$ cat config.mk
export PLATFORM = sky130hd
export DESIGN_NAME = serial_audio_port
export DESIGN_NICKNAME = d
export VERILOG_FILES = /design/src/rtl/asp_pkg.sv /design/src/rtl/asp_sync.sv /design/src/rtl/asp_rx.sv /design/src/rtl/asp_tx.sv /design/src/rtl/asp_fmt_detect.sv /design/src/rtl/serial_audio_port.sv
export SDC_FILE = /design/constraint.sdc
export NUM_CORES = 1
export LEC_CHECK = 0
export CAP_MARGIN = 5
export CORE_MARGIN = 10
export CORE_UTILIZATION = 45
export CTS_BUF_LIST = sky130_fd_sc_hd__clkbuf_8
export CTS_CLUSTER_DIAMETER = 120
export DETAILED_ROUTE_END_ITERATION = 16
export PLACE_DENSITY = 0.67
export SETUP_SLACK_MARGIN = 0.3
export SLEW_MARGIN = 20
export SYNTH_ARGS = -nofsm -noshare
export SYNTH_HDL_FRONTEND = slang
export SYNTH_SLANG_ARGS = --single-unit
export TNS_END_PERCENT = 10
$ cat constraint.sdc
create_clock -name clk -period 2.3 [get_ports clk]
set_input_delay 0.46 -clock clk [delete_from_list [all_inputs] [get_ports clk]]
set_output_delay 0.46 -clock clk [all_outputs]
set_load 0.05 [all_outputs]
$ cat src/rtl/asp_pkg.sv
package asp_pkg;

    localparam int SAMPLE_W    = 16;
    localparam int NARROW_BITS = 2 * SAMPLE_W;
    localparam int WIDE_BITS   = 4 * SAMPLE_W;
    localparam int POS_W       = $clog2(WIDE_BITS);
    localparam int FCNT_W      = $clog2(WIDE_BITS + 1) + 1;

    typedef logic [SAMPLE_W-1:0] sample_t;

    typedef enum logic {
        FMT_NARROW = 1'b0,
        FMT_WIDE   = 1'b1
    } frame_fmt_e;

    typedef struct packed {
        sample_t left;
        sample_t right;
    } stereo_t;

    typedef struct packed {
        logic       ok;
        frame_fmt_e fmt;
    } fmt_result_t;

    function automatic fmt_result_t classify_frame(input logic [FCNT_W-1:0] n);
        fmt_result_t r;
        r.ok  = 1'b0;
        r.fmt = FMT_NARROW;
        if (n == FCNT_W'(NARROW_BITS)) begin
            r.ok  = 1'b1;
            r.fmt = FMT_NARROW;
        end else if (n == FCNT_W'(WIDE_BITS)) begin
            r.ok  = 1'b1;
            r.fmt = FMT_WIDE;
        end
        return r;
    endfunction

endpackage

$ cat src/rtl/asp_sync.sv
module asp_sync #(
    parameter int WIDTH  = 3,
    parameter int STAGES = 2
) (
    input  logic             clk,
    input  logic             rst,
    input  logic [WIDTH-1:0] din,
    output logic [WIDTH-1:0] dout
);

    for (genvar i = 0; i < WIDTH; i++) begin : g_bit
        logic [STAGES-1:0] chain;
        always_ff @(posedge clk) begin
            if (rst) begin
                chain <= '0;
            end else begin
                chain <= {chain[STAGES-2:0], din[i]};
            end
        end
        assign dout[i] = chain[STAGES-1];
    end

endmodule

$ cat src/rtl/asp_rx.sv
module asp_rx
    import asp_pkg::*;
(
    input  logic    clk,
    input  logic    rst,
    input  logic    rise,
    input  logic    lrck,
    input  logic    sd,
    output sample_t rx_left,
    output sample_t rx_right,
    output logic    rx_valid
);

    localparam logic [POS_W-1:0] POS_MAX = '1;

    logic             lr_last;
    logic [POS_W-1:0] pos;
    logic [POS_W-1:0] pos_n;
    sample_t          shreg;
    sample_t          sh_n;
    sample_t          left_hold;
    logic             got_left;
    logic             new_half;
    logic             in_data;
    logic             last_bit;

    always_comb begin
        new_half = (lrck != lr_last);
        if (new_half) begin
            pos_n = '0;
        end else if (pos == POS_MAX) begin
            pos_n = pos;
        end else begin
            pos_n = pos + 1'b1;
        end
        in_data  = (pos_n < POS_W'(SAMPLE_W));
        last_bit = (pos_n == POS_W'(SAMPLE_W - 1));
        sh_n     = {shreg[SAMPLE_W-2:0], sd};
    end

    always_ff @(posedge clk) begin
        if (rst) begin
            lr_last   <= 1'b0;
            pos       <= POS_MAX;
            shreg     <= '0;
            left_hold <= '0;
            got_left  <= 1'b0;
            rx_left   <= '0;
            rx_right  <= '0;
            rx_valid  <= 1'b0;
        end else begin
            rx_valid <= 1'b0;
            if (rise) begin
                lr_last <= lrck;
                pos     <= pos_n;
                if (in_data) begin
                    shreg <= sh_n;
                end
                if (last_bit) begin
                    if (lrck) begin
                        left_hold <= sh_n;
                        got_left  <= 1'b1;
                    end else if (got_left) begin
                        rx_left  <= left_hold;
                        rx_right <= sh_n;
                        rx_valid <= 1'b1;
                        got_left <= 1'b0;
                    end
                end
            end
        end
    end

    AST_RX_VALID_PULSE: assert property (@(posedge clk) disable iff (rst)
        rx_valid |=> !rx_valid);

    AST_RX_WORDS_HOLD: assert property (@(posedge clk) disable iff (rst)
        !rx_valid |-> ($stable(rx_left) && $stable(rx_right)));

endmodule

$ cat src/rtl/asp_tx.sv
module asp_tx
    import asp_pkg::*;
(
    input  logic    clk,
    input  logic    rst,
    input  logic    fall,
    input  logic    lrck,
    input  logic    tx_valid,
    input  sample_t tx_left,
    input  sample_t tx_right,
    output logic    tx_ready,
    output logic    sdout
);

    localparam logic [POS_W-1:0] POS_MAX = '1;

    stereo_t          pend;
    logic             pend_full;
    stereo_t          next_pair;
    sample_t          cur_right;
    sample_t          shreg;
    logic             lr_last;
    logic [POS_W-1:0] tpos;
    logic             new_half;
    logic             left_start;
    logic             accept;

    assign tx_ready = ~pend_full;

    always_comb begin
        accept     = tx_valid & ~pend_full;
        new_half   = fall & (lrck != lr_last);
        left_start = new_half & lrck;
        next_pair  = pend_full ? pend : '0;
    end

    always_ff @(posedge clk) begin
        if (rst) begin
            pend      <= '0;
            pend_full <= 1'b0;
        end else begin
            if (left_start) begin
                pend_full <= 1'b0;
            end
            if (accept) begin
                pend.left  <= tx_left;
                pend.right <= tx_right;
                pend_full  <= 1'b1;
            end
        end
    end

    always_ff @(posedge clk) begin
        if (rst) begin
            cur_right <= '0;
            shreg     <= '0;
            lr_last   <= 1'b0;
            tpos      <= POS_MAX;
            sdout     <= 1'b0;
        end else if (fall) begin
            lr_last <= lrck;
            if (new_half) begin
                tpos <= '0;
                if (lrck) begin
                    cur_right <= next_pair.right;
                    sdout     <= next_pair.left[SAMPLE_W-1];
                    shreg     <= {next_pair.left[SAMPLE_W-2:0], 1'b0};
                end else begin
                    sdout <= cur_right[SAMPLE_W-1];
                    shreg <= {cur_right[SAMPLE_W-2:0], 1'b0};
                end
            end else begin
                sdout <= shreg[SAMPLE_W-1];
                shreg <= {shreg[SAMPLE_W-2:0], 1'b0};
                if (tpos != POS_MAX) begin
                    tpos <= tpos + 1'b1;
                end
            end
        end
    end

    AST_DOUT_ONLY_AFTER_FALL: assert property (@(posedge clk) disable iff (rst)
        !fall |=> $stable(sdout));

    AST_PAD_ZERO: assert property (@(posedge clk) disable iff (rst)
        (tpos >= POS_W'(SAMPLE_W)) |-> !sdout);

    AST_READY_DROP: assert property (@(posedge clk) disable iff (rst)
        (tx_valid && tx_ready) |=> !tx_ready);

endmodule

$ cat src/rtl/asp_fmt_detect.sv
module asp_fmt_detect
    import asp_pkg::*;
(
    input  logic clk,
    input  logic rst,
    input  logic rise,
    input  logic lrck,
    output logic frame_lock,
    output logic wide_frame
);

    localparam logic [FCNT_W-1:0] CNT_MAX = '1;

    logic              lr_last;
    logic [FCNT_W-1:0] cnt;
    fmt_result_t       res;

    always_comb begin
        res = classify_frame(cnt);
    end

    always_ff @(posedge clk) begin
        if (rst) begin
            lr_last    <= 1'b0;
            cnt        <= '0;
            frame_lock <= 1'b0;
            wide_frame <= 1'b0;
        end else if (rise) begin
            lr_last <= lrck;
            if (lrck && !lr_last) begin
                frame_lock <= res.ok;
                if (res.ok) begin
                    wide_frame <= (res.fmt == FMT_WIDE);
                end
                cnt <= FCNT_W'(1);
            end else if (cnt != CNT_MAX) begin
                cnt <= cnt + 1'b1;
            end
        end
    end

    AST_LOCK_ON_RISE: assert property (@(posedge clk) disable iff (rst)
        !rise |=> ($stable(frame_lock) && $stable(wide_frame)));

endmodule

$ cat src/rtl/serial_audio_port.sv
module serial_audio_port
    import asp_pkg::*;
#(
    parameter int SYNC_STAGES = 2
) (
    input  logic                clk,
    input  logic                rst,
    input  logic                bit_clk,
    input  logic                frame_clk,
    input  logic                ser_din,
    output logic                ser_dout,
    output logic [SAMPLE_W-1:0] rx_left,
    output logic [SAMPLE_W-1:0] rx_right,
    output logic                rx_valid,
    input  logic [SAMPLE_W-1:0] tx_left,
    input  logic [SAMPLE_W-1:0] tx_right,
    input  logic                tx_valid,
    output logic                tx_ready,
    output logic                frame_lock,
    output logic                wide_frame
);

    localparam int PIN_N = 3;

    logic [PIN_N-1:0] pins_raw;
    logic [PIN_N-1:0] pins_s;
    logic             bclk_s;
    logic             fclk_s;
    logic             din_s;
    logic             bclk_q;
    logic             rise;
    logic             fall;

    assign pins_raw = {bit_clk, frame_clk, ser_din};

    asp_sync #(
        .WIDTH  (PIN_N),
        .STAGES (SYNC_STAGES)
    ) u_sync (
        .clk  (clk),
        .rst  (rst),
        .din  (pins_raw),
        .dout (pins_s)
    );

    assign bclk_s = pins_s[2];
    assign fclk_s = pins_s[1];
    assign din_s  = pins_s[0];

    always_ff @(posedge clk) begin
        if (rst) begin
            bclk_q <= 1'b0;
        end else begin
            bclk_q <= bclk_s;
        end
    end

    assign rise = bclk_s & ~bclk_q;
    assign fall = ~bclk_s & bclk_q;

    asp_rx u_rx (
        .clk      (clk),
        .rst      (rst),
        .rise     (rise),
        .lrck     (fclk_s),
        .sd       (din_s),
        .rx_left  (rx_left),
        .rx_right (rx_right),
        .rx_valid (rx_valid)
    );

    asp_tx u_tx (
        .clk      (clk),
        .rst      (rst),
        .fall     (fall),
        .lrck     (fclk_s),
        .tx_valid (tx_valid),
        .tx_left  (tx_left),
        .tx_right (tx_right),
        .tx_ready (tx_ready),
        .sdout    (ser_dout)
    );

    asp_fmt_detect u_fmt (
        .clk        (clk),
        .rst        (rst),
        .rise       (rise),
        .lrck       (fclk_s),
        .frame_lock (frame_lock),
        .wide_frame (wide_frame)
    );

endmodule

* Yosys cells after proc, flatten, opt, wreduce, memory -nomap -nowiden
Index checks and enable logic that the tools add are counted.
Storage, ports and cells: bits in registers 156, output and inout port bits 37, logic and storage cells 71
Cells by class: add/sub/neg operators 2, $lt $le $gt $ge 1, equal/unequal tests 7, mux-type cells 15, bitwise operators 11, reductions and logical operators 13
Operators by type and width (count):
- two-way mux 16 bit | 2
- two-way mux 32 bit | 1
- two-way mux 8 bit | 2
- two-way mux 6 bit | 2
- AND reduction 3 bit | 3
- adder 8 x 1 -> 8 bit, second input constant | 1
- equality test 8 x 6 -> 1 bit, second input constant | 1
- equality test 8 x 7 -> 1 bit, second input constant | 1
- != test 8 bit, second input constant | 1
- AND reduction 2 bit | 4
- adder 6 x 1 -> 6 bit, second input constant | 1
- equality test 6 x 4 -> 1 bit, second input constant | 1
- equality test 6 bit, second input constant | 1
- < comparator 6 x 5 -> 1 bit, second input constant | 1
- two-way mux 1 bit | 6
- NOT 1 bit | 6
- AND 1 bit | 5
- two-way mux 2 bit | 2
- AND reduction 4 bit | 1
- nonzero test 2 bit | 2
- OR reduction 4 bit | 1
- != test 1 bit | 2
- logical AND 1 bit | 1
- zero test 1 bit | 1

* Longest topological paths before layout
Gate-level depths: netlist of the first run.
depth after elaboration 6, gate-level depth with buffers 10, depth with buffers taken out 7

* Cells and area by module
A second synthesis of the first run with hierarchy kept.
Unflattened totals: cell total of the unflattened synthesis 678, area total of the unflattened synthesis 6407.4 um^2
Modules (own cells, without submodules):
- asp_rx | instances 1, cells each 265, area an instance 2901.5 um^2, seq. area each 1441.4 um^2
- asp_tx | instances 1, cells each 323, area an instance 2655.0 um^2, seq. area each 1321.3 um^2
- asp_fmt_detect | instances 1, cells each 71, area an instance 631.9 um^2, seq. area each 220.2 um^2
- asp_sync | instances 1, cells each 15, area an instance 180.2 um^2, seq. area each 120.1 um^2
- serial_audio_port | instances 1, cells each 4, area an instance 38.8 um^2, seq. area each 20.0 um^2

* Least setup slack after synthesis of the first run
No wires, ideal clock.
path kind reg2reg, from register u_rx.pos[0], to register u_rx.rx_left[11], setup time 0.132 ns, data arrival time 1.817 ns, data required time 2.168 ns, path slack 0.351 ns, cell stages (with the launch flop) 10, path buffers 3, path through dfxtp_1 -> ha_1 -> and2_1 -> a311o_2 -> o211a_1 -> buf_6 -> buf_6 -> buf_6 -> nand4_1 -> a21oi_1
On the way: cells in the longest elaborated chain, start to end 5, elaborated cells on any way between the ends 6, those cells by class add/sub: 1; eq/ne: 2; mux: 2; reduce/logical: 1
RTL lines:
- start, declared | line asp_rx.sv:17 | logic [POS_W-1:0] pos;
- start signal, assigned | line asp_rx.sv:55 | pos <= pos_n;
- adder 6 x 1 -> 6 bit or equality test 6 bit (tied branches) | line asp_rx.sv:34, asp_rx.sv:31
- two-way mux 6 bit (*) | line asp_rx.sv:31 | end else if (pos == POS_MAX) begin
- two-way mux 6 bit (*) | line asp_rx.sv:29 | if (new_half) begin
- equality test 6 x 4 -> 1 bit (*) | line asp_rx.sv:37 | last_bit = (pos_n == POS_W'(SAMPLE_W - 1));
- AND reduction 4 bit (no line) (*)
- end signal, assigned | line asp_rx.sv:64 | rx_left <= left_hold;
- end, declared | line asp_rx.sv:9 | output sample_t rx_left,
Mark *: on every way between the ends. The rest lies on a longest branch, timed or not. A chain may end at the register's enable or synchronous reset.

* Worst setup path after layout of the first run
from register u_fmt.wide_frame, to output port wide_frame
RTL lines:
- start, declared | line asp_fmt_detect.sv:9 | output logic wide_frame
- start signal, assigned | line asp_fmt_detect.sv:33 | wide_frame <= (res.fmt == FMT_WIDE);
- end, declared | line serial_audio_port.sv:20 | output logic wide_frame
No word-level cell between the ends.

==> impl_metrics.tcl, run 1 <==
set metrics [dict create \
    outcome "completed" \
    finalPower_mw 5.56 \
    grt_max_degree 61 \
    critPathMaxFanout 3 \
    finalHoldViolations 0 \
    tightestPinTransition_ns 0.824 \
    seq_area_frac_synth_pct 46.9 \
    viasPerCell 5.46 \
    grt_first_pass_wirelength_um 26600 \
    r2r-start "u_rx.pos[2]" \
    synth.top_cells.by_count "155 x dfxtp_1, 137 x nand2_1, 108 x a21oi_1, 46 x clkbuf_1, 38 x nand2b_1" \
    cp-end-kind "primary output" \
    max_cap_viol_count 0 \
    routed_wl_um 16400 \
    critical-path-top-delay-family "buffers and inverters" \
    seq_power_share_pct 50.0 \
    place_congestion 0.836 \
    synth_area_leader_cell "dfxtp_1" \
    postSynth.asyncResetShare_pct 0 \
    syn_to_final_growth_pct 23.3 \
    p_clk_share_pct 41.5 \
    synth-seq-cells 155 \
    dp_hpwl_um 10300 \
    die_y_um 141 \
    clock_path_buffers 2 \
    die_area_um2 20000 \
    syn_area_um2 6620 \
    required_ns 1.84 \
    path_buf_inv 1 \
    post-route-period-util_pct 90.9 \
    intPower_mw 4.24 \
    power_density_nw_per_um2 682 \
    h-tree-depth 4 \
    p_comb_share_pct 8.5 \
    die_width_um 141 \
    vias 5632 \
    p_sw_mw 1.32 \
    synth_warnings 0 \
    utilization_pct 56.4 \
    cp_slowest_cell "clkdlybuf4s50_1" \
    diodes 0 \
    swShare_pct 23.7 \
    drt_iter0_markers 339 \
    synth_fp_nets 825 \
    final_max_slew_viol_count 0 \
    gr-total-overflow 0 \
    antenna_found_initial 0 \
    portBuffers 74 \
    clock-skew-final_ns 0.0107 \
    io_pins 75 \
    final_nets 878 \
    rsz0062_at_grt "true" \
    vdd_drop_max_v 0.000481 \
    r2r_cells 5 \
    timing.final.setup_violations 0 \
    yosysMostFrequentCell "dfxtp_1" \
    dp_worst_setup_slack_ns -0.0648 \
    stdcell_area_um2 8160 \
    min_from "u_tx.cur_right[7]" \
    drc_errors 0 \
    crit_path_start_kind "register" \
    placed_area_um2 7450 \
    cts.reportedPaths.clkPinSlew_ns 0.08 \
    firstDrtPassIters 4 \
    grt_usage_pct 15.7 \
    wl_per_cell_um 15.9 \
    ctsHoldBuffers 0 \
    core_um2 14500 \
    drive_above_1_share_pct 12.2 \
    whs_endpoint "u_tx.cur_right[7]" \
    clock_sinks 155 \
    cp_cell_sequence "clkdlybuf4s50_1" \
    insertion_delay_ns 0.44 \
    start_util_pct 45.7 \
    clock-root-buffer "clkbuf_8" \
    row_count 44 \
    ys_types 48 \
    criticalPathCategory "register to primary output" \
    slowest_delay_ns 0.82 \
    grt_pass1_vias 5484 \
    synth-edff-count 0 \
    clock.fmax_ghz 0.478 \
    fillCellCount 1303 \
    avgSynthCellArea_um2 8.45 \
    period_minus_slack_ns 2.09 \
    p_leak_nw 2.80 \
    critical_path_arrival_ns 1.63 \
    cts_buffers 17 \
    fin_ws_ns 0.210 \
    ff2ff_setup_slack_ns 0.21 \
    synth-main-ff-cell "dfxtp_1" \
    syn_inst 783 \
    cts_tree "built" \
    hp-class "register to register" \
    synth_top_area_share_pct 46.9 \
    whs_path_depth 2 \
    synthTopCellsByArea "dfxtp_1 47%, a21oi_1 8.2%, nand2_1 7.8%" \
    r2r-end "u_rx.rx_right[2]" \
    relSlewSlack_pct 45.0 \
    postRouteAntennaNets 0 \
    whs_ns 0.454 \
]
[layer usage]
layer	up-vias	part of all wire [%]	track usage, %
li1	2821	-	-
met1	2680	45	19.1
met2	121	49	26.4
met3	10	4.4	4.64
met4	0	0.88	4.57
met5	-	0	0
[logic make-up after synthesis]
kind of cell / after synthesis / share of synthesized area [%]
AND/OR/NAND/NOR: 297 / 21.9
AO/OA/AOI/OAI: 196 / 17.0
flip-flops: 155 / 46.9
buffers and inverters: 81 / 5.69
multiplexers: 46 / 7.24
XOR/XNOR: 4 / 0.530
adder cells (fa/ha/maj): 4 / 0.756
[cell usage in the layout, fill, tap and decap left out, drive strengths merged, types with 2 or more instances in the layout]
cell / Yosys / layout
a211o: 3 / 3
a21oi: 108 / 108
a31oi: 3 / 3
and2: 3 / 3
and3: 2 / 2
and4: 2 / 2
buf: 27 / 32
bufinv: 0 / 5
clkbuf: 46 / 20
clkdlybuf4s50: 0 / 71
clkinv: 0 / 2
clkinvlp: 0 / 2
dfxtp: 155 / 155
ha: 4 / 4
inv: 8 / 11
mux2: 15 / 15
mux2i: 31 / 31
nand2: 137 / 137
nand2b: 38 / 38
nand3: 22 / 22
nand4: 36 / 36
nor2: 29 / 29
nor2b: 14 / 14
nor3: 6 / 6
nor4: 2 / 2
o211a: 2 / 2
o211ai: 30 / 30
o21ai: 39 / 40
o21bai: 3 / 3
xnor2: 3 / 3
[registers in the layout, indices dropped and copies added, names as in the netlist, 6 cells and up]
name                cells
u_fmt.cnt               8
u_rx.left_hold         16
u_rx.pos                6
u_rx.rx_left           16
u_rx.rx_right          16
u_rx.shreg             15
u_sync.g_bit.chain      6
u_tx.cur_right         16
u_tx.pend              32
u_tx.shreg             15
[power by group through the flow]
| stage | sequential, mW | combinational [mW] | clock, mW |
|---|---|---|---|
| 2_1_floorplan | 2.82 | 0.288 | 0 |
| 3_3_place_gp | 2.84 | 0.427 | 0 |
| 3_5_place_dp | 2.84 | 0.437 | 0 |
| 4_1_cts | 2.78 | 0.450 | 2.35 |
| 5_1_grt | 2.79 | 0.520 | 2.46 |
| 6_report | 2.78 | 0.473 | 2.31 |
[timing repair]
item,4_1_cts,5_1_grt
pin swaps,1,8
gates resized for setup,10,16
endpoints found under the hold margin,0,0
cloned,1,3
setup endpoints to repair,101,107
buffers inserted,1,5
[worst max path at each step]
| stage | startpoint | endpoint | slack [ns] | cells past startpoint |
|---|---|---|---|---|
| after floorplan | u_rx.pos[0] | u_rx.rx_left[11] | 0.35 | 9 |
| after detailed placement | u_rx.pos[0] | u_rx.rx_left[0] | -0.06 | 6 |
| final | u_fmt.wide_frame | wide_frame | 0.21 | 1 |
| after CTS | u_fmt.wide_frame | wide_frame | 0.18 | 1 |
| after global routing | u_fmt.wide_frame | wide_frame | 0.14 | 1 |
| after global placement | u_rx.pos[0] | u_rx.rx_left[2] | 0.08 | 6 |
[stage by stage]
step | setup TNS [ns] | std cells
3_3_place_gp | 0 | 991
2_1_floorplan | 0 | 783
3_5_place_dp | -0.152 | 991
6_report | 0 | 1031
4_1_cts | 0 | 1023
5_1_grt | 0 | 1031
[worst reg2reg max path: stages (launching register included)]
cell and delay (ns):
dfxtp_1 0.47, and3_1 0.34, a31oi_4 0.18, o21ai_2 0.68, o21ai_0 0.22, a21oi_1 0.15
[layout make-up]
type                            count  area [um2]  area share, %
Multi-Input combinational cell    548        3230           39.6
Timing Repair Buffer              106        1110           13.6
Inverter                            8        30.0          0.368
Clock buffer                       18         248           3.04
Tap cell                          184         230           2.82
Clock inverter                     12         199           2.44
Sequential cell                   155        3110           38.2
No activity file was read; power rests on OpenSTA's default activity.
==> run 2: changes to the inputs <==
--- a/config.mk
+++ b/config.mk
@@ -12,6 +12,7 @@
 export CTS_CLUSTER_DIAMETER = 120
 export DETAILED_ROUTE_END_ITERATION = 16
 export PLACE_DENSITY = 0.67
+export RECOVER_POWER = 25
 export SETUP_SLACK_MARGIN = 0.3
 export SLEW_MARGIN = 20
 export SYNTH_ARGS = -nofsm -noshare
==> impl_metrics.tcl, run 2 (same netlist as run 1, synthesis figures left out) <==
set metrics [dict create \
    outcome "completed" \
    drive_above_1_share_pct 11.8 \
    viasPerCell 5.47 \
    clock_sinks 155 \
    layout.cells.non_filler 1031 \
    dp.cells 991 \
    p_sw_mw 1.32 \
    fin_ws_ns 0.193 \
    cts_buffers 17 \
    grt_first_pass_wirelength_um 26600 \
    cp_cell_sequence "and3_1, a31oi_4, o21ai_2, o21ai_0, a21oi_1" \
    crit_path_start_kind "register" \
    drc_errors 0 \
    intPower_mw 4.24 \
    largest_reg_flops 32 \
    hp-class "register to register" \
    post-route-period-util_pct 91.6 \
    drt_iter0_markers 381 \
    cp-end-kind "register" \
    criticalPathCategory "register to register" \
    firstDrtPassIters 5 \
    finalHoldViolations 0 \
    final_nets 878 \
    antenna_found_initial 0 \
    cp_slowest_cell "o21ai_2" \
    core_um2 14500 \
    insertion_delay_ns 0.45 \
    placed_area_um2 7450 \
    vdd_drop_max_v 0.000478 \
    p_clk_share_pct 41.6 \
    clock-root-buffer "clkbuf_8" \
    die_width_um 141 \
    grt_max_degree 61 \
    seq_power_share_pct 50.0 \
    routed_wl_um 16400 \
    period_minus_slack_ns 2.11 \
    clock.fmax_ghz 0.475 \
    tightestPinTransition_ns 1.19 \
    p_leak_nw 2.79 \
    dp_worst_setup_slack_ns -0.0648 \
    die_area_um2 20000 \
    rsz0062_at_grt "true" \
    swShare_pct 23.8 \
    place_congestion 0.836 \
    die_y_um 141 \
    gr-total-overflow 0 \
    cts_tree "built" \
    critPathMaxFanout 16 \
    ff2ff_setup_slack_ns 0.19 \
    final_common_cell "dfxtp_1" \
    whs_ns 0.456 \
    timing.final.setup_violations 0 \
    layout_common_cells "150 x dfxtp_1, 136 x nand2_1, 107 x a21oi_1" \
    p_comb_share_pct 8.4 \
    final_max_slew_viol_count 0 \
    relSlewSlack_pct 20.6 \
    h-tree-depth 4 \
    cts.reportedPaths.clkPinSlew_ns 0.08 \
    top_register "u_tx.pend" \
    required_ns 2.66 \
    finalPower_mw 5.56 \
    row_count 44 \
    power_density_nw_per_um2 684 \
    clock_path_buffers 2 \
    stdcell_area_um2 8130 \
    grt_usage_pct 15.7 \
    max_cap_viol_count 0 \
    grt_pass1_vias 5484 \
    critical_path_arrival_ns 2.47 \
    start_util_pct 45.7 \
    syn_to_final_growth_pct 22.8 \
    wl_per_cell_um 15.9 \
    vias 5638 \
    dp_hpwl_um 10300 \
    diodes 0 \
    postRouteAntennaNets 0 \
    io_pins 75 \
    clock-skew-final_ns 0.0121 \
    slowest_delay_ns 0.67 \
    portBuffers 74 \
]
## run 2: changes by cell type in the layout (fill, tap and decap cells not counted)
| cell | before | now |
|---|---|---|
| clkbuf_2 | 0 | 3 |
| buf_4 | 25 | 21 |
| dfxtp_1 | 149 | 150 |
| dfxtp_4 | 1 | 0 |
| clkbuf_1 | 0 | 2 |
| buf_12 | 4 | 3 |
## run 2: metal layers
layer | share of wire [%] | track usage [%]
met3 | 4.1 | 4.64
met5 | 0 | 0
met4 | 1.0 | 4.57
met2 | 50 | 26.4
met1 | 45 | 19.1
## run 2: layout make-up
class	count	area, um2
fill	1307	6350
sequential	155	3110
inverter	8	30.0
clock inverter	12	199
tap	184	230
clock buffer	18	248
timing repair buffer	106	1080
multi-input combinational	548	3230
## run 2: final timing paths
kind / end / start / cells past startpoint
max: u_rx.rx_left[15] / u_rx.pos[0] / 5
min: u_tx.cur_right[7] / u_tx.cur_right[7] / 2
max reg2reg: u_rx.rx_left[15] / u_rx.pos[0] / 5
min reg2reg: u_tx.cur_right[7] / u_tx.cur_right[7] / 2
## run 2: what timing repair did
item                       in CTS  in global routing
buffers inserted                1                  5
hold endpoints to repair        0                  0
hold buffers                    0                  0
setup endpoints to repair     101                107
pin swaps                       1                  8
gates resized for setup        10                 16
gates cloned                    1                  3
## run 2: stage by stage
step	setup TNS (ns)	utilization (%)
4_1_cts	0	55.2
2_1_floorplan	0	-
5_1_grt	0	56.1
3_5_place_dp	-0.152	51.5
3_3_place_gp	0	51.5
6_report	0	56.1
## run 2: power groups by stage
| stage | logic, mW | clock network [mW] | registers (mW) |
|---|---|---|---|
| after floorplan | 0.288 | 0 | 2.82 |
| after global placement | 0.427 | 0 | 2.84 |
| after detailed placement | 0.437 | 0 | 2.84 |
| after CTS | 0.450 | 2.35 | 2.78 |
| after global routing | 0.514 | 2.46 | 2.79 |
| final | 0.467 | 2.32 | 2.78 |
## run 2: worst max-delay path, delay by kind of cell, from the launching register on
kind,cells,cell delay (ns)
compound gates,4,1.20
flops,1,0.48
simple gates,1,0.34
